`src/rtl/hwloop_pkg.sv`:
```
package hwloop_pkg;

   // Source selected for the next fetch address
   typedef enum logic [1:0] {
      PC_SEQ = 2'd0,
      PC_TOP = 2'd1,
      PC_END = 2'd2
   } pc_src_t;

endpackage

```
`src/rtl/hwloop_count_sel.sv`:
```
module hwloop_count_sel #(
   parameter int IMM_W = 8,
   parameter int CNT_W = 16,
   parameter int REG_W = 32
) (
   input  logic             imm_sel_i,
   input  logic [IMM_W-1:0] imm_i,
   input  logic [REG_W-1:0] reg_i,
   output logic [CNT_W-1:0] cnt_o,
   output logic             cnt_zero_o
);

   logic [CNT_W-1:0] imm_cnt;
   logic [CNT_W-1:0] reg_cnt;

   // immediate form is biased by one so it can never be zero
   assign imm_cnt = CNT_W'(imm_i) + CNT_W'(1);
   assign reg_cnt = reg_i[CNT_W-1:0];

   generate
      if (REG_W > CNT_W) begin : g_hi_bits
         logic unused_reg_hi;
         assign unused_reg_hi = ^reg_i[REG_W-1:CNT_W];
      end
   endgenerate

   assign cnt_o      = imm_sel_i ? imm_cnt : reg_cnt;
   assign cnt_zero_o = (cnt_o == '0);

endmodule

```
`src/rtl/hwloop_decide.sv`:
```
module hwloop_decide
   import hwloop_pkg::*;
#(
   parameter int PC_W     = 16,
   parameter int CNT_W    = 16,
   parameter bit ABORT_EN = 1'b1
) (
   input  logic             start_i,
   input  logic             cnt_zero_i,
   input  logic             abort_i,
   input  logic             act_q_i,
   input  logic             intr_q_i,
   input  logic [PC_W-1:0]  seq_pc_i,
   input  logic [PC_W-1:0]  end_q_i,
   input  logic [CNT_W-1:0] cnt_q_i,
   output pc_src_t          src_o,
   output logic             load_o,
   output logic             dec_o,
   output logic             clr_o
);

   logic abort_hit;
   logic end_hit;
   logic last_pass;

   generate
      if (ABORT_EN) begin : g_abort
         assign abort_hit = act_q_i && intr_q_i && abort_i;
      end else begin : g_no_abort
         logic unused_abort;
         assign unused_abort = abort_i ^ intr_q_i;
         assign abort_hit    = 1'b0;
      end
   endgenerate

   assign end_hit   = act_q_i && (seq_pc_i == end_q_i);
   assign last_pass = (cnt_q_i <= CNT_W'(1));

   always_comb begin
      src_o  = PC_SEQ;
      load_o = 1'b0;
      dec_o  = 1'b0;
      clr_o  = 1'b0;
      if (start_i) begin
         if (cnt_zero_i) begin
            src_o = PC_END;
         end else begin
            load_o = 1'b1;
         end
      end else if (abort_hit) begin
         src_o = PC_END;
         clr_o = 1'b1;
      end else if (end_hit) begin
         if (last_pass) begin
            clr_o = 1'b1;
         end else begin
            dec_o = 1'b1;
            src_o = PC_TOP;
         end
      end
   end

endmodule

```
`src/rtl/hwloop_regs.sv`:
```
module hwloop_regs #(
   parameter int PC_W     = 16,
   parameter int CNT_W    = 16,
   parameter bit ABORT_EN = 1'b1
) (
   input  logic             clk,
   input  logic             rst_n,
   input  logic             load_i,
   input  logic             dec_i,
   input  logic             clr_i,
   input  logic             intr_i,
   input  logic [PC_W-1:0]  top_i,
   input  logic [PC_W-1:0]  end_i,
   input  logic [CNT_W-1:0] cnt_i,
   output logic [PC_W-1:0]  top_q,
   output logic [PC_W-1:0]  end_q,
   output logic [CNT_W-1:0] cnt_q,
   output logic             act_q,
   output logic             intr_q
);

   always_ff @(posedge clk) begin
      if (!rst_n) begin
         top_q <= '0;
         end_q <= '0;
         cnt_q <= '0;
         act_q <= 1'b0;
      end else if (load_i) begin
         top_q <= top_i;
         end_q <= end_i;
         cnt_q <= cnt_i;
         act_q <= 1'b1;
      end else if (clr_i) begin
         cnt_q <= '0;
         act_q <= 1'b0;
      end else if (dec_i) begin
         cnt_q <= cnt_q - CNT_W'(1);
      end
   end

   generate
      if (ABORT_EN) begin : g_intr_reg
         always_ff @(posedge clk) begin
            if (!rst_n) begin
               intr_q <= 1'b0;
            end else if (load_i) begin
               intr_q <= intr_i;
            end else if (clr_i) begin
               intr_q <= 1'b0;
            end
         end
      end else begin : g_intr_none
         logic unused_intr;
         assign unused_intr = intr_i;
         assign intr_q      = 1'b0;
      end
   endgenerate

endmodule

```
`src/rtl/hwloop_ctrl.sv`:
```
module hwloop_ctrl
   import hwloop_pkg::*;
#(
   parameter int PC_W     = 16,
   parameter int OFFS_W   = 8,
   parameter int IMM_W    = 8,
   parameter int CNT_W    = 16,
   parameter int REG_W    = 32,
   parameter bit ABORT_EN = 1'b1
) (
   input  logic              clk,
   input  logic              rst_n,
   input  logic              loop_start_i,
   input  logic              loop_intr_i,
   input  logic              cnt_imm_sel_i,
   input  logic [IMM_W-1:0]  cnt_imm_i,
   input  logic [REG_W-1:0]  cnt_reg_i,
   input  logic [OFFS_W-1:0] end_offs_i,
   input  logic [PC_W-1:0]   pc_i,
   input  logic              abort_i,
   output logic [PC_W-1:0]   next_pc_o,
   output logic              busy_o
);

   generate
      if (IMM_W >= CNT_W) begin : g_bad_imm
         $error("hwloop_ctrl: IMM_W must be smaller than CNT_W");
      end
      if (REG_W < CNT_W) begin : g_bad_reg
         $error("hwloop_ctrl: REG_W must be at least CNT_W");
      end
      if (OFFS_W > PC_W) begin : g_bad_offs
         $error("hwloop_ctrl: OFFS_W must not exceed PC_W");
      end
   endgenerate

   logic [PC_W-1:0]  seq_pc;
   logic [PC_W-1:0]  end_new;
   logic [PC_W-1:0]  top_q;
   logic [PC_W-1:0]  end_q;
   logic [CNT_W-1:0] cnt_q;
   logic [CNT_W-1:0] cnt_new;
   logic             cnt_zero;
   logic             act_q;
   logic             intr_q;
   logic             do_load;
   logic             do_dec;
   logic             do_clr;
   pc_src_t          pc_src;

   assign seq_pc  = pc_i + PC_W'(1);
   assign end_new = pc_i + PC_W'(end_offs_i);

   hwloop_count_sel #(
      .IMM_W (IMM_W),
      .CNT_W (CNT_W),
      .REG_W (REG_W)
   ) u_count (
      .imm_sel_i  (cnt_imm_sel_i),
      .imm_i      (cnt_imm_i),
      .reg_i      (cnt_reg_i),
      .cnt_o      (cnt_new),
      .cnt_zero_o (cnt_zero)
   );

   hwloop_decide #(
      .PC_W     (PC_W),
      .CNT_W    (CNT_W),
      .ABORT_EN (ABORT_EN)
   ) u_decide (
      .start_i    (loop_start_i),
      .cnt_zero_i (cnt_zero),
      .abort_i    (abort_i),
      .act_q_i    (act_q),
      .intr_q_i   (intr_q),
      .seq_pc_i   (seq_pc),
      .end_q_i    (end_q),
      .cnt_q_i    (cnt_q),
      .src_o      (pc_src),
      .load_o     (do_load),
      .dec_o      (do_dec),
      .clr_o      (do_clr)
   );

   hwloop_regs #(
      .PC_W     (PC_W),
      .CNT_W    (CNT_W),
      .ABORT_EN (ABORT_EN)
   ) u_regs (
      .clk    (clk),
      .rst_n  (rst_n),
      .load_i (do_load),
      .dec_i  (do_dec),
      .clr_i  (do_clr),
      .intr_i (loop_intr_i),
      .top_i  (seq_pc),
      .end_i  (end_new),
      .cnt_i  (cnt_new),
      .top_q  (top_q),
      .end_q  (end_q),
      .cnt_q  (cnt_q),
      .act_q  (act_q),
      .intr_q (intr_q)
   );

   always_comb begin
      unique case (pc_src)
         PC_TOP:  next_pc_o = top_q;
         PC_END:  next_pc_o = end_q;
         default: next_pc_o = seq_pc;
      endcase
   end

   assign busy_o = act_q;

endmodule

```
`config.mk`:
```
export PLATFORM = sky130hd
export DESIGN_NAME = hwloop_ctrl
export DESIGN_NICKNAME = d
export VERILOG_FILES = /design/src/rtl/hwloop_pkg.sv /design/src/rtl/hwloop_count_sel.sv /design/src/rtl/hwloop_decide.sv /design/src/rtl/hwloop_regs.sv /design/src/rtl/hwloop_ctrl.sv
export SDC_FILE = /design/constraint.sdc
export NUM_CORES = 1
export LEC_CHECK = 0
export BUFFER_PORTS_ARGS = -buffer_cell sky130_fd_sc_hd__buf_2
export CORE_MARGIN = 4
export CORE_UTILIZATION = 50
export DETAILED_ROUTE_END_ITERATION = 12
export GPL_TIMING_DRIVEN = 0
export PLACE_DENSITY = 0.73
export SYNTH_ARGS = -nofsm -noshare
export SYNTH_HDL_FRONTEND = slang
export SYNTH_SLANG_ARGS = --single-unit
```
`constraint.sdc`:
```
create_clock -name clk -period 5.7 [get_ports clk]
set_input_delay 1.14 -clock clk [delete_from_list [all_inputs] [get_ports clk]]
set_output_delay 1.14 -clock clk [all_outputs]
set_load 0.01 [all_outputs]
```
==> flow_summary_export.csv <==
group,metric,value,unit
global_routing,grt_max_degree,16,
floorplanning,dieWidth,102.3,um
worst_setup_path,cp.arrival,4.34,ns
sta,finalWorstSetupSlack,0.2203,ns
worst_setup_path,worstPathRequired,4.56,ns
global_routing,track_usage,0.2661,
pwr,cellLeakagePower,2.174,nW
synth,syn_inst,567,
layout,drive_above_1_share,0.1966,
floorplanning,die_h,102.3,um
layout,fin_nets,726,
clock_network,htreeDepth,2,
synth,synthAdderAreaFrac,0.04667,
worst_setup_path,ff2ff_path_depth,11,
synth,synth-seq-area-share,0.2249,
clock_network,insertion_delay,0.31,ns
global_routing,grt_pass1_wl,22020,um
global_routing,overflow,0,
place,dpl.cell_count,741,
drt,num_vias,4695,
synth,yosysTopAreaCellShare,0.2249,
drt,via_per_inst,6.268,
worst_hold_path,min_path_cells,1,
synth,ys.flop_type,"dfxtp_1",
clock_network,cts_tree,"built",
sta,finalCritPeriodShare,0.9614,
worst_hold_path,hp-class,"flop to flop",
worst_setup_path,start_kind,"input pin",
floorplanning,die_area,0.01047,sq mm
clock_network,cts_sinks,50,
synth,synth_compound_area_frac,0.2733,
sta,hold_viol,0,
drt,ant_nets,0,
synth,ys_warn_count,0,
drt,routed_wl,14060,um
place,dp_hpwl,10650,um
synth,synth-edff-count,0,
worst_setup_path,criticalPathCategory,"input pin to output port",
place,portBuffers,66,
synth,synth_seq_cells,50,
clock_network,clockBufferDepth,2,
place,dp_slack,-0.6250,ns
clock_network,numCtsBuffers,5,
drt,drt_iter0_markers,359,
synth,synth.avg_cell_area,7.849,sq um
drt,wl_per_cell,18.77,um
pwr,ir_drop,0.0001050,V
floorplanning,design.core.area,0.008678,sq mm
floorplanning,initial_core_util,0.5128,
layout,layoutNonFillerInstCount,749,
sta,worst_pin_slew,0.7100,ns
layout,multiInputGateArea,0.003218,sq mm
pwr,power_density,200.6,mW/mm^2
synth,synth_cell_types,76,
sta,relSlewSlack,0.5267,
floorplanning,ios,87,
synth,synthSimpleGateAreaFrac,0.2665,
synth,synth_top_family_by_area,"compound AO/OA/AOI/OAI gates",
clock_network,cts_hold_buf,0,
global_routing,first_global_vias,4399,
layout,register_area,0.001001,sq mm
synth,synth-xor-area-share,0.09840,
synth,yosys-mux-area-fraction,0.02980,
sta,setup_viol,0,
drt,firstDrtPassIters,5,
synth,synthesis.nets,653,
worst_setup_path,crit_path_max_fanout,10,
sta,final_max_slew_viol_count,0,
synth,synth-async-reset-ratio,0,
global_routing,grt_antenna_before_repair,0,
sta,period_needed,5.480,ns
layout,antennaDiodeCount,0,
drt,drc,0,
layout,area_growth,14.17,%
run,drv_cap,0,
clock_network,ctsRootBufferMaster,"clkbuf_8",
sta,fmax,182.5,MHz
synth,synth_area,0.004451,sq mm
synth,synth_area_leaders,"dfxtp_1, xnor2_1, nand2_1",
worst_setup_path,rrSetupSlack,2.85,ns
sta,fin_worst_skew,0.007672,ns
floorplanning,rows,34,
place,gp_congestion,0.9142,
outcome,status,"complete, no violations",
worst_setup_path,endpoint_kind,"output port",
synth,yosysTopAreaCell,"dfxtp_1",
layout,nFillCells,826,
clock_network,clk_pin_slew,0.10,ns
-- placed cells by master (no fill, tap or decap), types with 17 or more instances in the layout --
cell	n
o211a_1	18
nand2_1	55
xnor2_1	29
nor2b_1	17
o21ai_0	35
a21oi_1	41
nor2_1	35
nand3_1	23
buf_2	78
dfxtp_1	50
-- Yosys cell counts (16+ instances only) --
library cell / number
a221oi_1: 16
o211a_1: 18
clkbuf_1: 19
xnor2_1: 29
nor2b_1: 17
nand3_1: 23
a21oi_1: 41
inv_1: 16
o21ai_0: 36
nand2_1: 55
nor2_1: 35
dfxtp_1: 50
-- worst paths after layout --
| path | start | end |
|---|---|---|
| worst min-delay path | u_regs.cnt_q[8]$_SDFFE_PN0P_ | u_regs.cnt_q[8]$_SDFFE_PN0P_ |
| worst min register to register | u_regs.cnt_q[8]$_SDFFE_PN0P_ | u_regs.cnt_q[8]$_SDFFE_PN0P_ |
| worst max register to register | u_regs.cnt_q[0]$_SDFFE_PN0P_ | u_regs.cnt_q[1]$_SDFFE_PN0P_ |
| worst max-delay path | pc_i[3] | next_pc_o[5] |
-- cell families (layout without fill, tap and decap cells) --
group | after synthesis | in the layout
AND/OR/NAND/NOR | 214 | 214
AO/OA/AOI/OAI | 172 | 172
buffers and inverters | 57 | 131
flip-flops | 50 | 50
XOR/XNOR | 45 | 45
adder cells (fa/ha/maj) | 16 | 16
multiplexers | 13 | 13
-- registers in the layout (all words and copies together), names as in the netlist --
| register | cells |
|---|---|
| u_regs.top_q | 16 |
| u_regs.act_q | 1 |
| u_regs.end_q | 16 |
| u_regs.cnt_q | 16 |
| u_regs.intr_q | 1 |
-- repair_timing --
| item | CTS | global route |
|---|---|---|
| setup endpoints to repair | 16 | 16 |
| pin swaps | 1 | 1 |
| gates resized for setup | 6 | 11 |
| setup buffers | 1 | 1 |
-- worst max-delay path, cell delays in order --
cell and delay, ns:
buf_2 0.11, buf_2 0.18, and4_2 0.24, buf_2 0.15, and2_1 0.21, xnor2_1 0.18, a221oi_1 0.35, o2111ai_1 0.17
nor3_1 0.24, nand3_1 0.11, ha_2 0.41, clkbuf_1 0.45, a21oi_1 0.20, buf_2 0.19
-- where the power goes --
group,leakage (nW),internal (mW),switching [mW]
Combinational,1.71,0.146,0.205
Clock,0.0514,0.131,0.134
Sequential,0.413,0.375,0.0279
-- layer usage --
| metal | up-vias | GRT usage | share of wire |
|---|---|---|---|
| met4 | 0 | 0.08678 | 0.023 |
| li1 | 2258 | - | - |
| met1 | 2210 | 0.3340 | 0.42 |
| met5 | - | 0 | 0 |
| met3 | 27 | 0.03754 | 0.066 |
| met2 | 200 | 0.4683 | 0.49 |
-- through the flow --
stage / power (mW) / TNS, ns / cell area (sq um) / hold WS (ns) / utilization
2_1_floorplan: 0.6441 / 0 / 4451 / 0.4497 / -
3_3_place_gp: 0.7425 / -7.145 / 4916 / 0.4673 / 0.5665
3_5_place_dp: 0.7496 / -7.447 / 4916 / 0.4678 / 0.5665
4_1_cts: 1.013 / 0 / 5050 / 0.4920 / 0.5819
5_1_grt: 1.074 / -0.01309 / 5081 / 0.5278 / 0.5855
6_report: 1.019 / 0 / 5081 / 0.4910 / 0.5855
-- cell type report --
class	instances	share of cell area
repair buffers	68	0.06796
clock inverters	2	0.007387
inverters	16	0.01182
multi-input cells	460	0.6333
plain buffers	39	0.04162
well taps	108	0.02659
clock buffers	6	0.01428
flip-flops and latches	50	0.1970
Note: power is estimated with default switching activity, not from simulation.
